File: src/rtl/sdma_cmd_pkg.sv
package sdma_cmd_pkg;

    localparam int CMD_W = 16;

    // command word bit positions (bit 15 is polled for abort completion)
    localparam int B_TX_EN    = 0;
    localparam int B_TX_STOP  = 1;
    localparam int B_RX_EN    = 4;
    localparam int B_DONE     = 8;
    localparam int B_RX_ABORT = 15;

    typedef enum logic [1:0] {
        ST_IDLE  = 2'd0,
        ST_FETCH = 2'd1,
        ST_XFER  = 2'd2,
        ST_CLOSE = 2'd3
    } eng_state_e;

    typedef enum logic [1:0] {
        SEL_CMD   = 2'd0,
        SEL_TXPTR = 2'd1,
        SEL_RXPTR = 2'd2
    } cpu_sel_e;

    // pulses from an engine back to the command word
    typedef struct packed {
        logic clr_en;
        logic clr_halt;
    } eng_ctl_t;

    function automatic logic is_busy(eng_state_e s);
        return s != ST_IDLE;
    endfunction

endpackage

File: src/rtl/sdma_engine.sv
module sdma_engine
    import sdma_cmd_pkg::*;
#(
    parameter int ADDR_W         = 32,
    parameter bit IMMEDIATE_HALT = 1'b0
) (
    input  logic              clk,
    input  logic              rst,
    input  logic              en_i,
    input  logic              halt_i,
    input  logic [ADDR_W-1:0] first_ptr_i,
    output logic              desc_req_o,
    output logic [ADDR_W-1:0] desc_addr_o,
    input  logic              desc_ack_i,
    input  logic              desc_last_i,
    input  logic [ADDR_W-1:0] desc_next_i,
    output logic              xfer_req_o,
    input  logic              xfer_done_i,
    output logic              close_req_o,
    input  logic              close_ack_i,
    output eng_state_e        state_o,
    output eng_ctl_t          ctl_o
);

    eng_state_e        st, st_n;
    logic [ADDR_W-1:0] cur_ptr, next_q;
    logic              last_q;
    logic              ptr_load;
    logic              abort_now;

    // the halt input is either an immediate abort or a frame-end stop
    generate
        if (IMMEDIATE_HALT) begin : g_abort
            assign abort_now = halt_i;

            p_abort_idle_r8: assert property (@(posedge clk) disable iff (rst)
                halt_i |=> (st == ST_IDLE));
        end else begin : g_graceful
            assign abort_now = 1'b0;

            p_no_early_idle_r5: assert property (@(posedge clk) disable iff (rst)
                (st == ST_FETCH || st == ST_XFER) |=> (st != ST_IDLE));
        end
    endgenerate

    always_comb begin
        st_n     = st;
        ptr_load = 1'b0;
        ctl_o    = '0;
        case (st)
            ST_IDLE: begin
                if (halt_i) begin
                    ctl_o = '{clr_en: 1'b1, clr_halt: 1'b1};
                end else if (en_i) begin
                    if (first_ptr_i == '0) begin
                        ctl_o.clr_en = 1'b1;
                    end else begin
                        st_n     = ST_FETCH;
                        ptr_load = 1'b1;
                    end
                end
            end
            ST_FETCH: if (desc_ack_i)  st_n = ST_XFER;
            ST_XFER:  if (xfer_done_i) st_n = ST_CLOSE;
            ST_CLOSE: begin
                if (close_ack_i) begin
                    if (last_q && halt_i) begin
                        st_n  = ST_IDLE;
                        ctl_o = '{clr_en: 1'b1, clr_halt: 1'b1};
                    end else if (next_q == '0) begin
                        st_n         = ST_IDLE;
                        ctl_o.clr_en = 1'b1;
                    end else begin
                        st_n = ST_FETCH;
                    end
                end
            end
            default: st_n = ST_IDLE;
        endcase
        if (abort_now && is_busy(st)) begin
            st_n     = ST_IDLE;
            ptr_load = 1'b0;
            ctl_o    = '{clr_en: 1'b1, clr_halt: 1'b1};
        end
    end

    always_ff @(posedge clk) begin
        if (rst) begin
            st      <= ST_IDLE;
            cur_ptr <= '0;
            next_q  <= '0;
            last_q  <= 1'b0;
        end else begin
            st <= st_n;
            if (ptr_load) cur_ptr <= first_ptr_i;
            if (st == ST_FETCH && desc_ack_i && !abort_now) begin
                last_q <= desc_last_i;
                next_q <= desc_next_i;
            end
            if (st == ST_CLOSE && st_n == ST_FETCH) cur_ptr <= next_q;
        end
    end

    assign desc_req_o  = (st == ST_FETCH) && !abort_now;
    assign xfer_req_o  = (st == ST_XFER)  && !abort_now;
    assign close_req_o = (st == ST_CLOSE) && !abort_now;
    assign desc_addr_o = cur_ptr;
    assign state_o     = st;

    p_fetch_start_r3: assert property (@(posedge clk) disable iff (rst)
        (st == ST_IDLE && en_i && !halt_i && first_ptr_i != '0) |=> (st == ST_FETCH));

endmodule

File: src/rtl/sdma_cmd_ctrl.sv
module sdma_cmd_ctrl
    import sdma_cmd_pkg::*;
#(
    parameter int ADDR_W = 32
) (
    input  logic              clk,
    input  logic              rst,
    input  logic              cpu_we,
    input  logic [1:0]        cpu_sel,
    input  logic [ADDR_W-1:0] cpu_wdata,
    output logic [15:0]       cmd_status,
    output logic              irq,
    output logic              tx_desc_req,
    output logic [ADDR_W-1:0] tx_desc_addr,
    input  logic              tx_desc_ack,
    input  logic              tx_desc_last,
    input  logic [ADDR_W-1:0] tx_desc_next,
    output logic              tx_xfer_req,
    input  logic              tx_xfer_done,
    output logic              tx_close_req,
    input  logic              tx_close_ack,
    output logic [1:0]        tx_state,
    output logic              rx_desc_req,
    output logic [ADDR_W-1:0] rx_desc_addr,
    input  logic              rx_desc_ack,
    input  logic [ADDR_W-1:0] rx_desc_next,
    output logic              rx_xfer_req,
    input  logic              rx_xfer_done,
    output logic              rx_close_req,
    input  logic              rx_close_ack,
    output logic [1:0]        rx_state
);

    logic              tx_en, tx_stop, rx_en, rx_abort, stop_done;
    logic [ADDR_W-1:0] tx_ptr, rx_ptr;
    eng_ctl_t          tx_ctl, rx_ctl;
    eng_state_e        tx_st, rx_st;
    logic              cmd_wr;

    assign cmd_wr = cpu_we && (cpu_sel == SEL_CMD);

    // hardware clears first, CPU sets afterwards so a same-edge write wins
    always_ff @(posedge clk) begin
        if (rst) begin
            tx_en     <= 1'b0;
            tx_stop   <= 1'b0;
            rx_en     <= 1'b0;
            rx_abort  <= 1'b0;
            stop_done <= 1'b0;
            tx_ptr    <= '0;
            rx_ptr    <= '0;
        end else begin
            if (tx_ctl.clr_en)   tx_en    <= 1'b0;
            if (tx_ctl.clr_halt) tx_stop  <= 1'b0;
            if (rx_ctl.clr_en)   rx_en    <= 1'b0;
            if (rx_ctl.clr_halt) rx_abort <= 1'b0;
            if (cmd_wr && cpu_wdata[B_DONE]) stop_done <= 1'b0;
            if (tx_ctl.clr_halt) stop_done <= 1'b1;
            if (cmd_wr) begin
                if (cpu_wdata[B_TX_EN])    tx_en    <= 1'b1;
                if (cpu_wdata[B_TX_STOP])  tx_stop  <= 1'b1;
                if (cpu_wdata[B_RX_EN])    rx_en    <= 1'b1;
                if (cpu_wdata[B_RX_ABORT]) rx_abort <= 1'b1;
            end
            if (cpu_we && cpu_sel == SEL_TXPTR) tx_ptr <= cpu_wdata;
            if (cpu_we && cpu_sel == SEL_RXPTR) rx_ptr <= cpu_wdata;
        end
    end

    always_comb begin
        cmd_status             = '0;
        cmd_status[B_TX_EN]    = tx_en;
        cmd_status[B_TX_STOP]  = tx_stop;
        cmd_status[B_RX_EN]    = rx_en;
        cmd_status[B_DONE]     = stop_done;
        cmd_status[B_RX_ABORT] = rx_abort;
    end

    assign irq      = stop_done;
    assign tx_state = tx_st;
    assign rx_state = rx_st;

    sdma_engine #(.ADDR_W(ADDR_W), .IMMEDIATE_HALT(1'b0)) u_tx (
        .clk(clk), .rst(rst), .en_i(tx_en), .halt_i(tx_stop), .first_ptr_i(tx_ptr),
        .desc_req_o(tx_desc_req), .desc_addr_o(tx_desc_addr), .desc_ack_i(tx_desc_ack),
        .desc_last_i(tx_desc_last), .desc_next_i(tx_desc_next),
        .xfer_req_o(tx_xfer_req), .xfer_done_i(tx_xfer_done),
        .close_req_o(tx_close_req), .close_ack_i(tx_close_ack),
        .state_o(tx_st), .ctl_o(tx_ctl)
    );

    sdma_engine #(.ADDR_W(ADDR_W), .IMMEDIATE_HALT(1'b1)) u_rx (
        .clk(clk), .rst(rst), .en_i(rx_en), .halt_i(rx_abort), .first_ptr_i(rx_ptr),
        .desc_req_o(rx_desc_req), .desc_addr_o(rx_desc_addr), .desc_ack_i(rx_desc_ack),
        .desc_last_i(1'b0), .desc_next_i(rx_desc_next),
        .xfer_req_o(rx_xfer_req), .xfer_done_i(rx_xfer_done),
        .close_req_o(rx_close_req), .close_ack_i(rx_close_ack),
        .state_o(rx_st), .ctl_o(rx_ctl)
    );

    p_ptr_zero_clears_r4: assert property (@(posedge clk) disable iff (rst)
        (tx_st == ST_IDLE && tx_en && !tx_stop && tx_ptr == '0 && !cmd_wr) |=> !tx_en);

    p_stop_done_r6: assert property (@(posedge clk) disable iff (rst)
        (tx_ctl.clr_halt && !cmd_wr) |=> (stop_done && !tx_en && !tx_stop));

    p_sticky_r7: assert property (@(posedge clk) disable iff (rst)
        (stop_done && !(cmd_wr && cpu_wdata[B_DONE])) |=> stop_done);

    p_abort_clears_r8: assert property (@(posedge clk) disable iff (rst)
        (rx_abort && !cmd_wr) |=> (!rx_abort && !rx_en));

    p_abort_no_close_r9: assert property (@(posedge clk) disable iff (rst)
        rx_close_req |-> !rx_abort);

endmodule

File: config.mk
export PLATFORM = sky130hd
export DESIGN_NAME = sdma_cmd_ctrl
export DESIGN_NICKNAME = d
export VERILOG_FILES = /design/src/rtl/sdma_cmd_pkg.sv /design/src/rtl/sdma_engine.sv /design/src/rtl/sdma_cmd_ctrl.sv
export SDC_FILE = /design/constraint.sdc
export NUM_CORES = 1
export LEC_CHECK = 0
export BUFFER_PORTS_ARGS = -buffer_cell sky130_fd_sc_hd__buf_2
export CELL_PAD_IN_SITES_DETAIL_PLACEMENT = 1
export CELL_PAD_IN_SITES_GLOBAL_PLACEMENT = 1
export CORE_MARGIN = 1
export CORE_UTILIZATION = 38
export CTS_CLUSTER_SIZE = 12
export DETAILED_ROUTE_END_ITERATION = 12
export PLACE_DENSITY = 0.73
export SLEW_MARGIN = 20
export SYNTH_ARGS = -nofsm -noshare
export SYNTH_HDL_FRONTEND = slang
export SYNTH_HIERARCHICAL = 1
export SYNTH_SLANG_ARGS = --single-unit
File: constraint.sdc
create_clock -name clk -period 2.1 [get_ports clk]
set_input_delay 0.63 -clock clk [delete_from_list [all_inputs] [get_ports clk]]
set_output_delay 0.63 -clock clk [all_outputs]
set_load 0.03 [all_outputs]
==> results by group, run 1 <==
Worst setup path
  – CP required: roughly 2.5 ns
  – CP Capture Type: flip-flop
  – Cells on worst reg2reg path: 7
  – Critical Path AT: about 2.9 ns
  – Startpoint Class: flip-flop
  – Critical setup path kind: reg -> reg
  – Crit path max fanout: 6

STA
  – Period minus WS final: 2.50 ns
  – Slew Viols, Final: 0
  – Max Freq: 401 MHz
  – Clock Skews: 0.0169 ns
  – Unrepaired setup endpoints after global routing: yes
  – Worst hold margin: ~0.36 ns
  – Min setup slack post-route: -0.395 ns
  – Fin. Hold Viols: 0
  – Final setup violation count: just under 70
  – Slew headroom: about 64%
  – Final period utilization: 119%
  – Slew @ Worst Pin: between 0.5 and 0.6 ns

Pwr
  – Power, Total: approximately 11000 uW
  – LEAKAGE: between 0.006 and 0.007 uW
  – VDD IR max: approximately 490 uV
  – Power Density: between 700 and 800 mW/mm2

Min path
  – Cells on Worst Hold Path: 3
  – Hold Path Class: in -> reg

Floorplanning
  – Site Rows: 57
  – Num ports: between 150 and 200
  – Die Ht: approximately 160 um
  – Die area: around 0.026 mm2
  – Core area: 0.0246 mm2
  – Initial core utilization: between 30% and 40%
  – Die X: 161 um

Layout
  – Post-route cell area: around 0.015 mm2
  – Util after Layout: ~60%
  – Area grow syn2layout: 52.1%
  – NumNets Final: around 1500
  – Fill cell count: around 2700
  – Share of cells above drive strength 1: between 40% and 50%

Clock tree
  – Worst-Skew Late Latency: approximately 0.52 ns
  – CTS root buf: clkbuf_16
  – Clk buf depth: 3
  – CTS tree: done
  – CTS buffer count: 22
  – Cts hold-fix bufs: 0
  – Clk sink count: between 200 and 250
  – Htree depth: 1
  – Clock slew at reported path FFs: 0.06 ns

Detailed routing
  – DRT Pass-1 Iters: 4
  – DRT Wirelength: 41.1 mm
  – Drt wl/cell: roughly 25 um
  – Routed Antenna Nets: 0
  – Routed vias: 9368
  – DRC viols: 0
  – DRT iter0 DRCs: 559
  – Via density: around 5.6

Yosys
  – Synth cell types: 47
  – Avg Cell Area, Syn: around 9.2 um2
  – Flops & latches, synth: slightly above 200
  – Post-Syn Instances: about 1000
  – Largest cells by area after synthesis: dfxtp_1 (42%), mux2i_1 (6.6%), nand2b_1 (6.3%), nand2_1 (5.4%), a21oi_1 (5.3%)
  – Synth warnings: 6
  – Post-synthesis compound-gate area fraction: 17.5%
  – Main combinational cell family by area after synthesis: compound AO/OA/AOI/OAI gates
  – Cell with the most instances after synthesis: dfxtp_1
  – Synth Flop Type: dfxtp_1
  – Sequential-to-total area share from yosys stat: between 40% and 50%
  – Commonest cells post-synth: dfxtp_1 (203), nand2_1 (139), a21oi_1 (103)
  – Async SR Flop Fraction: 0%
  – Mux cell area share after synthesis: between 10% and 20%
  – Largest area contributor in the netlist: dfxtp_1
  – EDFF count, synth: 0
  – Cell Area, Synth: 0.00966 mm2
  – Post-synthesis adder-cell area fraction: between 1 and 1.5%
  – Synth Area in XOR/XNOR: 0%
  – Post-synth top area share: between 40% and 50%
  – Synth Area in Simple Gates: between 10% and 20%

Global route
  – First-pass GRT wire length: roughly 52 mm
  – Vias in the first global route: 9645
  – Total track usage: 25.3%
  – Largest net degree at the start of global routing: 71
  – Antenna violations before repair: 1
  – GR Overflow Total: 0

Placed design
  – Pre-CTS setup slack: -0.245 ns
  – IO buf count: ~190
  – HPWL Detailed: around 22 mm
  – Area post-placement: about 0.011 mm2
  – Gpl congestion: roughly 0.82

Flow run
  – MaxCap Viol Count: 0

Outcome
  – Status: finished with violations
  – Failing checks: setup timing
per-stage QoR:
step / setup TNS, ns / cells
6_report: -16.29 / 1675
5_1_grt: -19.26 / 1675
3_5_place_dp: -8.66 / 1573
4_1_cts: -4.17 / 1641
2_1_floorplan: 0 / 1058
3_3_place_gp: -2.59 / 1573
cell usage in the layout, fill, tap and decap left out, types with 26 or more instances in the layout:
cell type | netlist | routed
a311oi_2 | 29 | 56
buf_6 | 12 | 26
inv_1 | 45 | 41
buf_2 | 16 | 183
clkbuf_16 | 0 | 37
nor2_1 | 38 | 35
dfxtp_1 | 203 | 191
mux2i_1 | 64 | 64
buf_4 | 22 | 99
a31oi_4 | 0 | 26
nand2_1 | 139 | 139
a21oi_1 | 103 | 71
mux2_4 | 0 | 44
nand2b_1 | 98 | 98
final cells by class:
class	count	area [um2]	area share, %
multi-input combinational	707	6250	42.5
clock inverter	2	35.0	0.239
antenna	1	2.50	0.0170
timing repair buffer	357	3050	20.8
sequential	203	4090	27.8
inverter	45	181	1.24
clock buffer	36	674	4.59
tap	324	405	2.76
final timing paths:
check                        start  slack (ns)                   end
setup / recovery        rx_ptr[21]       -0.40  u_rx/desc_addr_o[22]
hold / removal    rx_desc_next[21]        0.36       u_rx/next_q[21]
setup reg to reg        rx_ptr[21]       -0.40  u_rx/desc_addr_o[22]
hold reg to reg    u_tx/next_q[10]        0.47       u_tx/next_q[10]
critical path, cell delays in order (launching register included):
cell and delay [ns]:
dfxtp_1 0.33, nor4_1 0.42, nand4_1 0.28, o21ai_2 0.27, buf_6 0.20, a21bo_4 0.32, clkbuf_16 0.19, a311oi_2 0.36
cells by family (layout without fill, tap and decap cells):
logic type      count (synthesis)  in the layout
other cells                     1             13
flops                         203            203
fa+ha+maj                       8              8
buf+inv                       149            440
compound gates                227            228
simple gates                  331            331
mux                           128            128
power by group:
group	internal (uW)	leakage, uW	switching (uW)
Clock	2300	0.000347	1650
Sequential	4000	0.00165	151
Combinational	1200	0.00405	1790
timing repair:
| item | in CTS | in global routing |
|---|---|---|
| gates cloned | 9 | 22 |
| hold endpoints to repair | 0 | 0 |
| setup buffers | 21 | 16 |
| pin swaps | 24 | 93 |
| resized for setup | 128 | 179 |
| setup endpoints to repair | 68 | 69 |
registers in the layout, indices dropped and copies added, names as in the netlist:
name	count
u_rx/state_o	2
rx_abort	1
u_rx/desc_addr_o	32
u_tx/state_o	2
u_tx/next_q	32
rx_en	1
tx_en	1
irq	1
tx_ptr	32
u_tx/last_q	1
u_rx/last_q	1
u_tx/desc_addr_o	32
u_rx/next_q	32
rx_ptr	32
tx_stop	1
per-layer routing:
layer / track usage [%] / vias up / wire, um
li1: - / 4252 / -
met1: 30.6 / 4693 / 16900
met2: 45.7 / 325 / 21000
met3: 3.65 / 98 / 1770
met4: 8.70 / 0 / 1460
met5: 0 / - / 0
(Power assumes the default switching activity.)
==> run 2: changes to the inputs <==
--- a/config.mk
+++ b/config.mk
@@ -13,5 +13,5 @@
 export CTS_CLUSTER_SIZE = 12
 export DETAILED_ROUTE_END_ITERATION = 12
-export PLACE_DENSITY = 0.73
+export PLACE_DENSITY = 0.84
 export SLEW_MARGIN = 20
 export SYNTH_ARGS = -nofsm -noshare
==> constraint.sdc (replaced) <==
create_clock -name clk -period 2.1 [get_ports clk]
set_input_delay 0.63 -clock clk [delete_from_list [all_inputs] [get_ports clk]]
set_output_delay 0.63 -clock clk [all_outputs]
set_load 0.1 [all_outputs]
==> run 2 against run 1 <==
Against the previous run:
- the flow still finishes with violations (setup timing)
- global-route usage increased by 0.28 points
- total power decreased by 0.23%
- die area unchanged
- worst hold slack improved by 0.0032 ns
- flip-flop and latch count unchanged
- routed wire length decreased by 2.1%
- final area decreased by 5.8%
- non-clock buffer count decreased by 44
- critical path depth increased by 3
- critical path type unchanged
- largest power group unchanged
==> results by group, run 2 (synthesized netlist as in run 1, its figures left out) <==
Outcome
  – Status: finished with violations
  – Failing checks: setup timing

Floorplanning
  – Die area: around 0.026 mm2
  – Num ports: ~200
  – Initial core utilization: between 30% and 40%
  – Die X: between 150 and 200 um
  – Die Ht: between 150 and 200 um
  – Core area: approximately 0.025 mm2
  – Site Rows: between 50 and 60

Layout
  – Most frequent cells in the layout: dfxtp_1 (194), buf_2 (177), nand2_1 (138), nand2b_1 (98), buf_4 (82)
  – Most common cell after layout, fill and taps aside: dfxtp_1
  – Storage element area: 0.00409 mm2
  – Non-Filler Instances: roughly 1600
  – Diode count: 0
  – Multi-input combinational cell area: roughly 0.006 mm2
  – Area grow syn2layout: 43.3%
  – NumNets Final: around 1400
  – Share of cells above drive strength 1: a little over two fifths
  – Fill cell count: 2654

Clock tree
  – Clk sink count: ~200
  – Worst-Skew Late Latency: approximately 0.52 ns
  – Clock slew at reported path FFs: approximately 0.060 ns
  – CTS tree: done
  – Cts hold-fix bufs: 0
  – Clk buf depth: 3
  – Htree depth: 1
  – CTS root buf: clkbuf_16
  – CTS buffer count: 22

Worst setup path
  – CP required: approximately 2.5 ns
  – Crit path max fanout: 10
  – Crit path from: rx_ptr[11]
  – CP Capture Type: flip-flop
  – Critical setup path kind: reg -> reg
  – Critical R2R Launch: rx_ptr[11]
  – Critical Path AT: 2.78 ns
  – Startpoint Class: flip-flop

STA
  – Final period utilization: 114%
  – Worst hold margin: 0.358 ns
  – Min setup slack post-route: -0.287 ns
  – Slew @ Worst Pin: about 0.62 ns
  – Final setup violation count: a little under 70
  – Clock Skews: 0.0145 ns
  – Slew headroom: approximately three fifths
  – Unrepaired setup endpoints after global routing: yes
  – Max Freq: 419 MHz
  – Fin. Hold Viols: 0
  – Slew Viols, Final: 0
  – Period minus WS final: approximately 2.4 ns

Pwr
  – Gate power share: 28.3%
  – Flop pwr share: between 30% and 40%
  – P_int: 7370 uW
  – Net Sw Frac: 33.4%
  – LEAKAGE: around 0.0056 uW
  – Power Density: around 800 mW/mm2
  – Clock share of power: roughly a third
  – NetSw: roughly 3700 uW
  – VDD IR max: 437 uV

Global route
  – GR Overflow Total: 0
  – Antenna violations before repair: 0
  – GR Layer Usage met1: between 20% and 30%
  – Total track usage: between 20% and 30%
  – Vias in the first global route: around 9400
  – First-pass GRT wire length: about 53 mm
  – Grt met3 use: around 4.1%
  – Met2 Resource Use GR: a little under half
  – GRT Max-Usage Layer: met2
  – Largest net degree at the start of global routing: between 60 and 70

Min path
  – HP Start: rx_desc_next[10]
  – Hold Path Class: in -> reg

Placed design
  – Gpl congestion: a little under 0.9
  – HPWL Detailed: 21.6 mm
  – IO buf count: ~190
  – Placed Instances: approximately 1500

Detailed routing
  – DRT Pass-1 Iters: 5
  – DRT Wirelength: 40.2 mm
  – Routed Antenna Nets: 0
  – Drt wl/cell: approximately 25 um
  – Via density: 5.73
  – DRC viols: 0
  – Routed vias: slightly above 9000
  – DRT iter0 DRCs: between 500 and 600

Flow run
  – MaxCap Viol Count: 0
==> run 2: cell types whose count changed in the layout (fill, tap and decap cells not counted), moves of 5 or more <==
| cell | previous run | this run |
|---|---|---|
| a21oi_1 | 71 | 80 |
| a21oi_2 | 11 | 21 |
| a21oi_4 | 21 | 2 |
| a311oi_1 | 6 | 13 |
| a311oi_2 | 56 | 51 |
| buf_2 | 183 | 177 |
| buf_4 | 99 | 82 |
| buf_6 | 26 | 15 |
| clkbuf_16 | 37 | 30 |
| inv_4 | 1 | 6 |
| mux2_1 | 2 | 15 |
| mux2_2 | 18 | 12 |
| mux2_4 | 44 | 37 |
| nor4_2 | 7 | 13 |
==> run 2: area by class of cell <==
type,instances,area share [%]
Tap cell,324,2.93
Timing Repair Buffer,313,18.1
Clock inverter,2,0.0814
Multi-Input combinational cell,706,43.2
Sequential cell,203,29.5
Inverter,45,1.35
Clock buffer,36,4.80
==> run 2: repair_timing <==
action                                  in CTS  in global routing
pin swaps                                   21                 32
cloned                                       6                 10
setup buffers                               16                 13
resized for setup                          100                110
endpoints found under the hold margin        0                  0
endpoints found under the setup margin      70                 70
==> run 2: path summary, 6_finish.rpt <==
path / endpoint / slack [ns] / cells past startpoint
worst max-delay path: u_rx/desc_addr_o[16] / -0.29 / 10
worst min-delay path: u_rx/next_q[10] / 0.36 / 3
worst max register to register: u_rx/desc_addr_o[16] / -0.29 / 10
worst min register to register: u_rx/last_q / 0.48 / 2
==> run 2: metal layers <==
layer / part of all wire (%) / vias to the layer above / wire length (um)
met5: 0 / - / 0
met4: 4.8 / 0 / 1910
met3: 5.0 / 144 / 1990
met2: 51 / 385 / 20600
met1: 39 / 4650 / 15700
li1: - / 4163 / -
==> run 2: power by group through the flow <==
stage / registers [uW] / logic, uW / clock network (uW)
6_report: 4170 / 3140 / 3770
5_1_grt: 4170 / 3240 / 3960
4_1_cts: 4140 / 2500 / 3760
3_5_place_dp: 4210 / 2060 / 0
3_3_place_gp: 4210 / 1990 / 0
2_1_floorplan: 4290 / 1320 / 0
==> run 2: critical path: stages, from the launching register on <==
cell and delay, ns:
dfxtp_1 0.33, nor4_2 0.38, nand4_1 0.16, buf_4 0.19, o21ai_4 0.17, buf_12 0.14
buf_12 0.12, a32oi_4 0.08, buf_6 0.20, buf_16 0.16, a311oi_2 0.32
==> run 2: through the flow <==
stage          total power (uW)  utilization, %  setup slack, ns  TNS (ns)  instance area, um2
2_1_floorplan              5610               -           -0.153     -4.57                9910
3_3_place_gp               6200            46.6         -0.00972   -0.0969               11500
3_5_place_dp               6270            46.6           -0.120     -4.02               11500
4_1_cts                   10400            52.7          -0.0752    -0.784               13000
5_1_grt                   11400            56.2           -0.311    -13.88               13800
6_report                  11100            56.2           -0.287    -11.32               13800
